$ cat src/rtl/pdc_pkg.sv
package pdc_pkg;

    typedef enum logic [1:0] {
        SEG_LOW  = 2'b00,
        SEG_MID  = 2'b01,
        SEG_HIGH = 2'b10,
        SEG_BAD  = 2'b11
    } seg_code_e;

    typedef struct packed {
        logic       bad;
        logic [1:0] digit;
    } seg_clean_t;

    // Map a raw stage decision to the digit used in the overlapped sum.
    // The unused pattern is flagged and folded onto the top decision.
    function automatic seg_clean_t clean_code(input logic [1:0] raw);
        seg_clean_t r;
        unique case (seg_code_e'(raw))
            SEG_LOW: begin
                r.bad   = 1'b0;
                r.digit = SEG_LOW;
            end
            SEG_MID: begin
                r.bad   = 1'b0;
                r.digit = SEG_MID;
            end
            SEG_HIGH: begin
                r.bad   = 1'b0;
                r.digit = SEG_HIGH;
            end
            default: begin
                r.bad   = 1'b1;
                r.digit = SEG_HIGH;
            end
        endcase
        return r;
    endfunction

endpackage

$ cat src/rtl/pdc_skew_delay.sv
module pdc_skew_delay #(
    parameter int WIDTH = 2,
    parameter int DEPTH = 1
) (
    input  logic             clk,
    input  logic             rst,
    input  logic [WIDTH-1:0] din,
    output logic [WIDTH-1:0] dout
);

    logic [WIDTH-1:0] taps [DEPTH];

    always_ff @(posedge clk) begin
        if (rst) begin
            for (int j = 0; j < DEPTH; j++) begin
                taps[j] <= '0;
            end
        end else begin
            taps[0] <= din;
            for (int j = 1; j < DEPTH; j++) begin
                taps[j] <= taps[j-1];
            end
        end
    end

    assign dout = taps[DEPTH-1];

endmodule

$ cat src/rtl/pdc_code_clean.sv
module pdc_code_clean
    import pdc_pkg::*;
#(
    parameter int NUM_STAGES = 3
) (
    input  logic [2*NUM_STAGES-1:0] raw_codes,
    output logic [2*NUM_STAGES-1:0] digits,
    output logic [NUM_STAGES-1:0]   bad_flags
);

    for (genvar g = 0; g < NUM_STAGES; g++) begin : g_stage
        seg_clean_t cleaned;
        assign cleaned            = clean_code(raw_codes[2*g +: 2]);
        assign digits[2*g +: 2]   = cleaned.digit;
        assign bad_flags[g]       = cleaned.bad;
    end

endmodule

$ cat src/rtl/pdc_overlap_sum.sv
module pdc_overlap_sum #(
    parameter int NUM_STAGES = 3
) (
    input  logic [2*NUM_STAGES-1:0] digits,
    output logic [NUM_STAGES:0]     total
);

    localparam int SUM_W = NUM_STAGES + 1;

    always_comb begin
        logic [SUM_W-1:0] acc;
        acc = '0;
        for (int i = 0; i < NUM_STAGES; i++) begin
            acc = acc + ({{(SUM_W-2){1'b0}}, digits[2*i +: 2]} << (NUM_STAGES - 1 - i));
        end
        total = acc;
    end

endmodule

$ cat src/rtl/pdc_corrector.sv
module pdc_corrector #(
    parameter int NUM_STAGES = 3
) (
    input  logic                    clk,
    input  logic                    rst,
    input  logic                    in_vld,
    input  logic [2*NUM_STAGES-1:0] stage_codes,
    output logic                    out_vld,
    output logic [NUM_STAGES-1:0]   out_word,
    output logic                    code_err
);

    localparam int CODE_W  = 2 * NUM_STAGES;
    localparam int SUM_W   = NUM_STAGES + 1;
    localparam int VLD_DLY = NUM_STAGES - 1;

    logic [CODE_W-1:0]     aligned_codes;
    logic [CODE_W-1:0]     clean_digits;
    logic [NUM_STAGES-1:0] bad_flags;
    logic [SUM_W-1:0]      raw_sum;
    logic                  aligned_vld;
    logic                  lsb_unused;

    // Earlier stages wait longer so every code of one sample meets at the adder.
    for (genvar g = 0; g < NUM_STAGES; g++) begin : g_align
        localparam int DLY = NUM_STAGES - 1 - g;
        if (DLY > 0) begin : g_dly
            pdc_skew_delay #(
                .WIDTH(2),
                .DEPTH(DLY)
            ) u_dly (
                .clk (clk),
                .rst (rst),
                .din (stage_codes[2*g +: 2]),
                .dout(aligned_codes[2*g +: 2])
            );
        end else begin : g_pass
            assign aligned_codes[2*g +: 2] = stage_codes[2*g +: 2];
        end
    end

    pdc_skew_delay #(
        .WIDTH(1),
        .DEPTH(VLD_DLY)
    ) u_vld_dly (
        .clk (clk),
        .rst (rst),
        .din (in_vld),
        .dout(aligned_vld)
    );

    pdc_code_clean #(
        .NUM_STAGES(NUM_STAGES)
    ) u_clean (
        .raw_codes(aligned_codes),
        .digits   (clean_digits),
        .bad_flags(bad_flags)
    );

    pdc_overlap_sum #(
        .NUM_STAGES(NUM_STAGES)
    ) u_sum (
        .digits(clean_digits),
        .total (raw_sum)
    );

    assign lsb_unused = raw_sum[0];

    always_ff @(posedge clk) begin
        if (rst) begin
            out_vld  <= 1'b0;
            out_word <= '0;
            code_err <= 1'b0;
        end else begin
            out_vld <= aligned_vld;
            if (aligned_vld) begin
                out_word <= raw_sum[SUM_W-1:1];
                if (|bad_flags) begin
                    code_err <= 1'b1;
                end
            end
        end
    end

endmodule

$ cat config.mk
export PLATFORM = sky130hd
export DESIGN_NAME = pdc_corrector
export DESIGN_NICKNAME = d
export VERILOG_FILES = /design/src/rtl/pdc_pkg.sv /design/src/rtl/pdc_skew_delay.sv /design/src/rtl/pdc_code_clean.sv /design/src/rtl/pdc_overlap_sum.sv /design/src/rtl/pdc_corrector.sv
export SDC_FILE = /design/constraint.sdc
export NUM_CORES = 1
export LEC_CHECK = 0
export ABC_AREA = 1
export BUFFER_PORTS_ARGS = -buffer_cell sky130_fd_sc_hd__buf_2
export CAP_MARGIN = 10
export CORE_AREA = 2 2 39 41
export CTS_BUF_LIST = sky130_fd_sc_hd__clkbuf_16
export CTS_CLUSTER_DIAMETER = 60
export DETAILED_ROUTE_END_ITERATION = 12
export DIE_AREA = 0 0 41 43
export GPL_TIMING_DRIVEN = 0
export PLACE_DENSITY = 0.6
export RECOVER_POWER = 25
export SLEW_MARGIN = 10
export SYNTH_ARGS = -nofsm -noshare
export SYNTH_HDL_FRONTEND = slang
export SYNTH_SLANG_ARGS = --single-unit
$ cat constraint.sdc
create_clock -name clk -period 3 [get_ports clk]
set_clock_uncertainty 0.1 [all_clocks]
set_input_delay 0.15 -clock clk [delete_from_list [all_inputs] [get_ports clk]]
set_output_delay 0.15 -clock clk [all_outputs]
set_load 0.005 [all_outputs]
# After elaboration in Yosys (flattened, before gate mapping)
# Memories as Yosys holds them, arrays and structs flattened.
# Cells that the tools add are included.
# totals
ff_bits,5
ramBits,8
inputBits,9
out_inout_bits,5
wordCells,36
memories,3
# classes
n_addsub,2
eq_ne,6
mux,12
bitwise,4
n_reduce_logical,6
# mem_list
name,words,width,rd,rd_ports_with_merged_regs,write_ports,line_no,text
g_align[0].g_dly.u_dly.taps,2,2,2,0,2,pdc_skew_delay.sv:11,logic [WIDTH-1:0] taps [DEPTH];
g_align[1].g_dly.u_dly.taps,1,2,1,0,1,pdc_skew_delay.sv:11,
u_vld_dly.taps,2,1,2,0,2,pdc_skew_delay.sv:11,
# ops
cell,count
one-hot mux 3 bit (3 select lines),3
== test 2 x 1 -> 1 bit (second input constant),3
== test 2 bit (second input constant),3
zero test 2 bit,3
2-to-1 mux 1 bit,6
2-to-1 mux 2 bit,3
adder 4 x 2 -> 4 bit,1
adder 4 x 3 -> 4 bit,1
bitwise OR 1 bit,4
OR reduction 3 bit,1
AND reduction 2 bit,1
OR reduction 2 bit,1

# Longest topological paths before layout
# logic_depth
ltp_word,4
ltp_mapped,10

# Cells and area by module
# Synthesis repeated with hierarchy kept, for this count alone.
# hier_totals
cells_unflattened,76
hier_area_um2,539.3
# modules_own_cells
mod,instances,cells_each,area_each_um2
pdc_corrector,1,23,173.9
pdc_skew_delay (g_align[0].g_dly.u_dly),1,14,125.1
pdc_skew_delay (g_align[1].g_dly.u_dly ...),2,6,55.1
pdc_overlap_sum,1,12,73.8
pdc_code_clean,1,15,56.3

# Least setup slack after synthesis
# OpenSTA, ideal clock, no wires.
# synth_timing
kind,reg2reg
from,memory g_align[1].g_dly.u_dly.taps[0][0]
to,register out_word[2]
setup_time_ps,109
arrival_time_ps,1176
t_required_ps,2791
path_slack_ps,1615
path_stages_with_launch,10
n_path_buf,0
path_cell_list,dfxtp_1 inv_1 nor2_1 ha_1 inv_1 fa_1 nand2_1 nand3_1 nand2_1 inv_1
# synth_rtl
element,line_no,text
start: declaration,pdc_skew_delay.sv:11,
end signal: assignment,pdc_corrector.sv:77,out_word <= raw_sum[SUM_W-1:1];
end: declaration,pdc_corrector.sv:9,"output logic [NUM_STAGES-1:0] out_word,"

==> summary.txt <==
Power
  • Combinational Power Share: 0.059
  • VDD IR-drop max: between 0.0003 and 0.0004 V
  • Sw power: a little under 90 µW
  • Pwr Density: approximately 700 nW/µm²
  • Leak Pwr: 0.3422 nW
  • Switching part of the total: 0.1890
  • Internal power: 371.0 µW
  • Seq pwr share: 0.406
  • Clk network pwr share: 0.535

Outcome
  • Status: finished clean

Critical path
  • Setup crit end: out_word[2]
  • Crit. Startpoint: g_align[1].g_dly.u_dly.taps[0][0]
  • Worst r2r dst: out_word[2]
  • Worst Path Arrival: approximately 1.5 ns
  • R2R depth: 9
  • Crit path kind: flip-flop to flip-flop
  • WP data required: ~3.0 ns
  • Reg-to-Reg Start: g_align[1].g_dly.u_dly.taps[0][0]
  • Worst Path Max Fanout: 2
  • R2r setup slk: ~1.6 ns
  • Worst setup SP type: flip-flop
  • CP endpoint kind: flip-flop

Die
  • Die Span X: a little over 40 µm
  • Core Region: between 1000 and 1500 µm²
  • Row count: 14
  • Die height: 43 µm
  • Die area: 1763 µm²
  • Ports: 14
  • Starting Density: 0.3590

Clock tree
  • Hold bufs inserted after CTS: 0
  • Post-cts sizing count: 0
  • Clock Sinks: 13
  • CTS H-tree lvls: 1
  • Clock Path Buffers: 2
  • Worst-Skew Late Latency: approximately 0.24 ns
  • Postcts setup bufs: 0
  • Clk slew on worst S/H paths: 0.04 ns
  • Clock root buffer: clkbuf_16
  • CTS tree: built
  • Total CTS buffers: 3

Timing
  • Fmax: between 600 and 700 MHz
  • Pins over their slew limit: 0
  • Slew @ Worst Pin: slightly above 0.5 ns
  • Fin crit period: 1.450 ns
  • Worst hold slack: between 0.009 and 0.01 ns
  • Slew headroom: 0.6538
  • Setup TNS: 0 ns
  • Final period utilization: 0.4833
  • Final Hold Viols: 0
  • Setup violations, final: 0
  • RSZ-0062 raised after global routing: false

Synthesis
  • Cell area after synthesis: just under 500 µm²
  • Syn_nets: between 70 and 80
  • Synth Area in Compound Gates: 0.03778
  • Adder-Cell Fraction of Synth Area: 0.06549
  • Area leader, netlist: dfxtp_1
  • Yosys warning count: 0
  • Synth Area in XOR/XNOR: 0
  • Synth area leaders: dfxtp_1, inv_1, nor2_1
  • Top cell type's share of synthesized area: 0.5239
  • Simple-gate share of the synthesized area: 0.2166
  • Synth cell types: 15
  • Syn_area_per_cell: roughly 8 µm²
  • Largest family of logic cells by synthesized area: simple AND/OR/NAND/NOR gates
  • Multiplexer share of the synthesized area: 0
  • Synthesized flop and latch total: 13
  • Mapped Cells: 62
  • Post-synthesis sequential area ratio: 0.5239

Job
  • Number of max-cap violations: 0

Finish
  • Core Util, Final: 0.4720
  • Layout cells sized above 1: 0.2532
  • Area grow syn2layout: 31.49%
  • Fin cells: between 90 and 100
  • Commonest non-fill, non-tap cell in the layout: inv_1
  • Final Cell Area: approximately 650 µm²
  • Antenna cells: 0
  • Fin nets: 91
  • Commonest non-fill, non-tap cells in the layout: inv_1, nor2_1, dfxtp_1

Placed design
  • Number of cells after detailed placement: 91
  • RD Place Congestion: about 0.63
  • Port Buf Inserts: 13
  • Final HPWL DP: about 530 µm
  • DP Area: roughly 580 µm²

Routing
  • DR vias/cell: about 4.0
  • Initial DRT Pass Iterations: 2
  • DRC: 0
  • ANT nets after route: 0
  • Initial DRC count: 5
  • Drt wl/cell: between 7 and 8 µm
  • Total number of vias: about 380
  • Final WL: 710 µm

GRT
  • Grt ovf: 0
  • Vias in the first global route: 336
  • Pin count of the biggest net entering global routing: 11
  • Global-route wire length before repair: ~1200 µm
  • Initial antenna violation count: 0
  • Tot GR Track Use: 0.1132

Hold path
  • HP Class: input pin to flip-flop
  • Cell depth of the worst hold path: 3
-- power by group through the flow --
stage / Sequential, mW / Combinational, mW / Clock [mW]
2_1_floorplan: 0.189 / 0.0172 / 0
3_3_place_gp: 0.188 / 0.0283 / 0
3_5_place_dp: 0.189 / 0.0288 / 0
4_1_cts: 0.186 / 0.0291 / 0.251
5_1_grt: 0.187 / 0.0327 / 0.259
6_report: 0.186 / 0.0268 / 0.245
-- critical path, stage by stage, from the launching register on --
cell and delay (ns):
dfxtp_1 0.32, inv_1 0.04, nor2_1 0.08, ha_1 0.14, inv_1 0.04, fa_1 0.37, nand2_1 0.08, nand3_1 0.07
nand2_1 0.06, inv_1 0.03
-- cells by family (layout without fill, tap and decap cells) --
family                     count (synthesis)  after routing
AOI/OAI and AO/OA                          3              3
adders and majority gates                  2              2
DFF                                       13             13
and+or+nand+nor                           26             26
buffers and inverters                     18             35
-- area by class of cell --
cell class,count,area [µm²]
well taps,16,20.02
repair buffers,13,63.81
clock inverters,1,5.005
inverters,16,62.56
clock buffers,3,75.07
fillers,158,730.7
plain buffers,2,7.507
multi-input cells,31,158.9
flip-flops and latches,13,260.3
-- how the worst min path moves through the flow --
stage	startpoint	to	slack (ns)
final	stage_codes[1]	g_align[0].g_dly.u_dly.taps[0][1]	0.01
after global routing	stage_codes[3]	g_align[1].g_dly.u_dly.taps[0][1]	0.02
after CTS	stage_codes[2]	g_align[1].g_dly.u_dly.taps[0][0]	0.01
after detailed placement	stage_codes[2]	g_align[1].g_dly.u_dly.taps[0][0]	0.26
after global placement	stage_codes[1]	g_align[0].g_dly.u_dly.taps[0][1]	0.25
after floorplan	rst	out_vld	0.12
-- state kept, by name, summed over array words and instances, names as in the netlist --
name	count
out_vld	1
u_vld_dly.taps	2
code_err	1
out_word	3
g_align.g_dly.u_dly.taps	6
-- metrics by stage --
stage | setup WS (ns) | total power [mW]
after global placement | 1.566 | 0.2168
after global routing | 1.414 | 0.4788
after CTS | 1.535 | 0.4659
after floorplan | 1.615 | 0.2057
after detailed placement | 1.535 | 0.2174
final | 1.550 | 0.4574
-- per-layer routing --
| metal | up-vias | track usage | part of all wire |
|---|---|---|---|
| met5 | - | 0 | 0 |
| met4 | 0 | 0.06000 | 0 |
| met3 | 0 | 0.07853 | 0.10 |
| met2 | 14 | 0.1719 | 0.47 |
| met1 | 157 | 0.1086 | 0.43 |
| li1 | 207 | - | - |
-- cells in the mapped netlist (all sizes together) --
cell type,n
fa,1
dfxtp,13
nand3,2
inv,16
o21ai,2
a21oi,1
nand2,10
ha,1
buf,1
nor2,14
clkbuf,1
No activity file was read; power rests on OpenSTA's default activity.
